## src/rtl/rx_ac_pkg.sv

```systemverilog
package rx_ac_pkg;
   typedef enum logic [1:0] {
      OUT_NONE = 2'd0,
      OUT_RISE = 2'd1,
      OUT_FALL = 2'd2
   } rx_outcome_e;
endpackage

```

## src/rtl/rx_leg_cond.sv

```systemverilog
module rx_leg_cond #(
   parameter bit INVERT = 1'b0
) (
   input  logic pin_i,
   output logic pin_o
);
   generate
      if (INVERT) begin : g_minus
         assign pin_o = ~pin_i;
      end else begin : g_plus
         assign pin_o = pin_i;
      end
   endgenerate
endmodule

```

## src/rtl/rx_sustain_filter.sv

```systemverilog
module rx_sustain_filter
   import rx_ac_pkg::*;
#(
   parameter int unsigned SUSTAIN = 4
) (
   input  logic        clk,
   input  logic        rst,
   input  logic        ac_mode_i,
   input  logic        pin_i,
   input  logic        preload_i,
   input  logic        preload_val_i,
   output logic        mem_o,
   output rx_outcome_e edge_o
);
   localparam int unsigned CNT_W = (SUSTAIN > 1) ? $clog2(SUSTAIN) : 1;
   localparam logic [CNT_W-1:0] LAST = CNT_W'(SUSTAIN - 1);

   generate
      if (SUSTAIN < 1) begin : g_bad_sustain
         $error("rx_sustain_filter: SUSTAIN must be at least 1");
      end
   endgenerate

   logic [CNT_W-1:0] cnt_q;
   logic             mem_q;
   rx_outcome_e      edge_q;

   always_ff @(posedge clk) begin
      if (rst) begin
         mem_q  <= 1'b0;
         cnt_q  <= '0;
         edge_q <= OUT_NONE;
      end else if (preload_i) begin
         mem_q  <= preload_val_i;
         cnt_q  <= '0;
         edge_q <= OUT_NONE;
      end else if (!ac_mode_i || (pin_i == mem_q)) begin
         cnt_q  <= '0;
      end else if (cnt_q == LAST) begin
         mem_q  <= pin_i;
         cnt_q  <= '0;
         edge_q <= pin_i ? OUT_RISE : OUT_FALL;
      end else begin
         cnt_q  <= cnt_q + 1'b1;
      end
   end

   assign mem_o  = mem_q;
   assign edge_o = edge_q;
endmodule

```

## src/rtl/rx_capture_stage.sv

```systemverilog
module rx_capture_stage
   import rx_ac_pkg::*;
(
   input  logic        clk,
   input  logic        rst,
   input  logic        capture_i,
   input  logic        ac_mode_i,
   input  logic        pin_i,
   input  logic        mem_i,
   input  rx_outcome_e edge_i,
   output logic        cap_o,
   output rx_outcome_e out_o
);
   always_ff @(posedge clk) begin
      if (rst) begin
         cap_o <= 1'b0;
         out_o <= OUT_NONE;
      end else if (capture_i) begin
         if (ac_mode_i) begin
            cap_o <= mem_i;
            out_o <= edge_i;
         end else begin
            cap_o <= pin_i;
            out_o <= OUT_NONE;
         end
      end
   end
endmodule

```

## src/rtl/boundary_ac_rx.sv

```systemverilog
module boundary_ac_rx
   import rx_ac_pkg::*;
#(
   parameter int unsigned SUSTAIN    = 4,
   parameter bit          INVERT_LEG = 1'b0
) (
   input  logic       clk,
   input  logic       rst,
   input  logic       ac_mode_i,
   input  logic       pin_i,
   input  logic       preload_i,
   input  logic       preload_val_i,
   input  logic       capture_i,
   output logic       capture_o,
   output logic [1:0] outcome_o
);
   logic        pin_s;
   logic        mem_q;
   rx_outcome_e edge_w;
   rx_outcome_e out_w;

   rx_leg_cond #(.INVERT(INVERT_LEG)) u_leg (
      .pin_i (pin_i),
      .pin_o (pin_s)
   );

   rx_sustain_filter #(.SUSTAIN(SUSTAIN)) u_filt (
      .clk           (clk),
      .rst           (rst),
      .ac_mode_i     (ac_mode_i),
      .pin_i         (pin_s),
      .preload_i     (preload_i),
      .preload_val_i (preload_val_i),
      .mem_o         (mem_q),
      .edge_o        (edge_w)
   );

   rx_capture_stage u_cap (
      .clk       (clk),
      .rst       (rst),
      .capture_i (capture_i),
      .ac_mode_i (ac_mode_i),
      .pin_i     (pin_s),
      .mem_i     (mem_q),
      .edge_i    (edge_w),
      .cap_o     (capture_o),
      .out_o     (out_w)
   );

   assign outcome_o = out_w;
endmodule

```

## config.mk

```make
export PLATFORM = sky130hd
export DESIGN_NAME = boundary_ac_rx
export DESIGN_NICKNAME = d
export VERILOG_FILES = /design/src/rtl/rx_ac_pkg.sv /design/src/rtl/rx_leg_cond.sv /design/src/rtl/rx_sustain_filter.sv /design/src/rtl/rx_capture_stage.sv /design/src/rtl/boundary_ac_rx.sv
export SDC_FILE = /design/constraint.sdc
export NUM_CORES = 1
export LEC_CHECK = 0
export ABC_AREA = 1
export BUFFER_PORTS_ARGS = -buffer_cell sky130_fd_sc_hd__buf_2
export CORE_AREA = 5 5 42 44
export CTS_BUF_LIST = sky130_fd_sc_hd__clkbuf_16
export DETAILED_ROUTE_END_ITERATION = 8
export DIE_AREA = 0 0 47 49
export SKIP_LAST_GASP = 1
export SYNTH_ARGS = -nofsm -noshare
export SYNTH_HDL_FRONTEND = slang
export SYNTH_SLANG_ARGS = --single-unit
```

## constraint.sdc

```tcl
create_clock -name clk -period 1 [get_ports clk]
set_input_delay 0.05 -clock clk [delete_from_list [all_inputs] [get_ports clk]]
set_output_delay 0.05 -clock clk [all_outputs]
set_load 0.01 [all_outputs]
```

Word level (Yosys, flattened, before mapping) --
Cells that the tools add are included.
Operators by class: bitwise logic cells 1, multiplexer cells 6, $add $sub $neg 1, equal/unequal tests 3, reductions and logical operators 7
Operator list (number):
- 1-bit two-way mux | 4
- 2-bit two-way mux | 2
- 2-bit AND reduction | 2
- 4-bit OR reduction | 1
- 2-bit by 1-bit adder with 2-bit output (second input constant) | 1
- 2-bit == test (second input constant) | 1
- 2-bit inequality test (second input constant) | 1
- 2-bit nonzero test | 1
- 2-bit OR reduction | 1
- 1-bit == test | 1
- 1-bit logical NOT | 1
- 1-bit logical OR | 1
- 1-bit NOT | 1
Word-level totals: logic and storage cells 23, bits in registers 8, input port bits 7

Logic depth before layout (Yosys ltp) --
word-level depth 4, depth in mapped cells 5, mapped depth without buffers 5

By module --
A second synthesis with hierarchy kept.
Unflattened totals: cells, all modules 49, area total of the unflattened synthesis 364.1 um^2
By module, submodules not included:
- rx_sustain_filter | cells each 30, area each 234.0 um^2, times used 1, seq. area each 100.1 um^2
- rx_capture_stage | cells each 18, area each 122.6 um^2, times used 1, seq. area each 60.1 um^2
- rx_leg_cond | cells each 1, area each 7.5 um^2, times used 1, seq. area each 0.0 um^2

Worst setup path after synthesis --
Ideal clock, no wire load.
path kind register -> register, start register u_filt.cnt_q[0], end register u_filt.mem_q (netlist: u_filt.mem_o), buffers on the path 0, required time 930 ps, arrival time 843 ps, clock period less this slack 913 ps, library setup time 70 ps, stages on the path, launching flop included 6, setup slack 87 ps, cells stage by stage dfxtp_1 -> ha_1 -> nand4_2 -> nand2_1 -> inv_1 -> a21oi_1
On the way: cells in the longest elaborated chain, start to end 3
RTL lines:
- start, declared | RTL line rx_sustain_filter.sv:24 | logic [CNT_W-1:0] cnt_q;
- start signal, assigned | RTL line rx_sustain_filter.sv:44 | cnt_q <= cnt_q + 1'b1;
- 2-bit == test | RTL line rx_sustain_filter.sv:39 | end else if (cnt_q == LAST) begin
- 2-bit nonzero test (no source line)
- 2-bit AND reduction (no source line)
- end signal, assigned | RTL line rx_sustain_filter.sv:34 | mem_q <= preload_val_i;
- end signal, assigned | RTL line rx_sustain_filter.sv:40 | mem_q <= pin_i;
- end, declared | RTL line rx_sustain_filter.sv:25 | logic mem_q;
Every way passes these cells. A chain may end at the register's enable or synchronous reset.

Worst setup path after layout --
start register u_filt.cnt_q[1], end register u_filt.mem_q (netlist: u_filt.mem_o)
Same word-level chain as after synthesis.

==> impl_metrics.yaml <==
clock_network:
  clk_pin_slew_worst_paths_ps: 40
  numCtsBuffers: 3
  h-tree-depth: 1
  cts_hold_buf: 0
  cts_root_buf: "clkbuf_16"
  cts_buffer_depth: 2
  tritoncts: "built"
  clock_sinks: 8
  post_cts_buffers: 0
  clk_latency_ps: 230
final_layout:
  mostFrequentLayoutCells: "9 x nand2_1, 9 x buf_2, 8 x inv_1, 6 x dfxtp_1, 5 x a21oi_1"
  nets: 66
  fillers: 163
  syn2layout_area_growth_pct: 42.0
  multi_input_area_um2: 166
  drive_above_1_share_pct: 30.4
  n_antenna_cell: 0
  regArea_um2: 163
critical_path:
  ff2ff_setup_slack_ps: 80
  worstPathCellList: "ha_4, nand4_2, nand2_1, inv_1, a21oi_1"
  crit_end: "u_filt.mem_o"
  cp.required_ps: 1160
  endpoint_kind: "flip-flop"
  start_kind: "flip-flop"
  crit_path_max_fanout: 4
  r2r_cells: 5
  worst_r2r_endpoint: "u_filt.mem_o"
  crit_arrival_ps: 1080
  max_stage_delay_ps: 350
  startpoint: "u_filt.cnt_q[1]"
  r2r-start: "u_filt.cnt_q[1]"
  critPathKind: "flip-flop to flip-flop"
  cp_slowest_cell: "dfxtp_1"
logic_synthesis:
  synth_top_family_by_area: "simple AND/OR/NAND/NOR gates"
  syn_inst: 45
  synth_compound_area_share_pct: 15.7
  yosys.area.top_type: "dfxtp_1"
  synth_warnings: 0
  syn_area_per_cell_um2: 7.81
  netlist.area_leader.share_pct: 45.6
  ys_seq_area_share_pct: 45.6
  synthTopCellsByArea: "dfxtp_1 46%, nand2_1 9.6%, inv_1 8.5%"
  synthSimpleGateAreaFrac_pct: 24.6
  synth-xor-area-share_pct: 0
  synth_adder_area_share_pct: 3.56
  synth_nets: 53
  muxShareOfSynthArea_pct: 0
  synthDistinctLibCells: 11
  ys_ff_latch: 8
  netlist_area_um2: 352
grt:
  grt_pass1_vias: 293
  grt_max_degree: 9
  grt_first_pass_wirelength_mm: 1.17
  antenna_found_initial: 0
  grtUsageTotal_pct: 7.27
  grt_overflow: 0
power_and_ir_drop:
  report.power.total_mw: 1.06
  p_leak_nw: 0.242
  peakVddDrop_v: 0.00194
  p_per_area_mw_per_mm2: 2120
routing:
  drt-initial-drc-count: 1
  route.antenna.remaining_nets: 0
  dr.pass1.iters: 2
  highest_layer: "met3"
  drt_wl_total_um: 679
  wl_met3_um: 49
  routed-via-count: 324
  met2_length_um: 381
  wl_per_cell_um: 9.43
  routed_via_density: 4.50
  drt-met1-wl_um: 248
  drc: 0
floorplanning:
  initial_utilization_pct: 25.1
  num_rows: 14
  die_x_um: 47
  core_mm2: 0.00140
  die_h_um: 49
  io-pin-count: 10
  die-area_mm2: 0.00230
sta:
  finalMaxSlewViolations: 0
  finalSetupViolCount: 0
  hold_viol: 0
  relSlewSlack_pct: 90.6
  finClkSkew_ps: 2.94
  finalCritPeriodShare_pct: 92.0
  min_period_ps: 920
  holdWs_ps: 61.8
  fmax_mhz: 1090
  finalWorstSetupSlack_ps: 79.8
  worstMarginPinSlew_ps: 140
hold_path:
  hold_class: "primary input to flip-flop"
place:
  pre_cts_ws_ps: 31.0
  portBuffers: 9
  dp_hpwl_um: 553
  finalWeightedCongestion: 0.666
run:
  cap_violations: 0
outcome:
  outcome: "complete, no violations"
==> Yosys cell counts <==
library cell / number
a21oi_1: 5
dfxtp_1: 8
o211ai_1: 2
nor2_1: 4
buf_4: 1
nand4_1: 2
ha_1: 1
inv_1: 8
nand4_2: 2
nand2_1: 9
o21ai_0: 3
==> timing repair <==
| item | 4_1_cts | 5_1_grt |
|---|---|---|
| endpoints found under the hold margin | 0 | 0 |
| resized for setup | 0 | 4 |
| endpoints found under the setup margin | 0 | 3 |
==> critical path, delay by kind of cell (launching register included) <==
kind            cells  cell delay, ps
buf+inv             1              30
fa+ha+maj           1             170
flops               1             350
compound gates      1             110
simple gates        2             180
==> cell type report <==
type / instances / share of cell area [%]
multi-input cells: 28 / 33.3
flip-flops and latches: 8 / 32.6
clock buffers: 3 / 15.0
repair buffers: 9 / 9.02
inverters: 8 / 6.02
well taps: 16 / 4.01
==> worst min path at each step <==
stage,from,endpoint,slack (ps),cells past startpoint
after floorplan,capture_i,u_cap.out_o[0],140,1
after global placement,capture_i,u_cap.out_o[0],300,2
after detailed placement,capture_i,u_cap.out_o[1],300,2
after CTS,capture_i,u_cap.out_o[1],70,2
after global routing,capture_i,u_cap.out_o[0],70,2
final,capture_i,u_cap.out_o[1],60,2
==> state kept, by name (all words and copies together) (netlist names) <==
signal	flops
u_cap.out_o	2
u_filt.cnt_q	2
u_filt.mem_o	1
u_cap.cap_o	1
u_filt.edge_o	2
==> cells by family after synthesis <==
logic type               count (synthesis)
flip-flops                               8
AO/OA/AOI/OAI                           10
adder cells (fa/ha/maj)                  1
AND/OR/NAND/NOR                         17
buffers and inverters                    9
==> per-layer routing <==
metal | track usage (%) | vias to the layer above
met4 | 1.38 | 0
met5 | 0 | -
met3 | 6.64 | 0
li1 | - | 171
met1 | 7.76 | 148
met2 | 10.6 | 5
==> power by group <==
part	switching (mW)	internal, mW	total [mW]
registers	0.00784	0.333	0.341
logic	0.0375	0.0261	0.0635
clock network	0.140	0.514	0.654
total	0.185	0.873	1.06
==> stage by stage <==
step / instances / instance area, µm² / TNS, ps / util [%]
finish: 72 / 499 / 0 / 35.6
global route: 72 / 499 / -5.47 / 35.6
CTS: 72 / 484 / 0 / 34.6
detailed placement: 69 / 409 / 0 / 29.2
global placement: 69 / 409 / 0 / 29.2
floorplan: 45 / 352 / 0 / -
(Power assumes the default switching activity.)
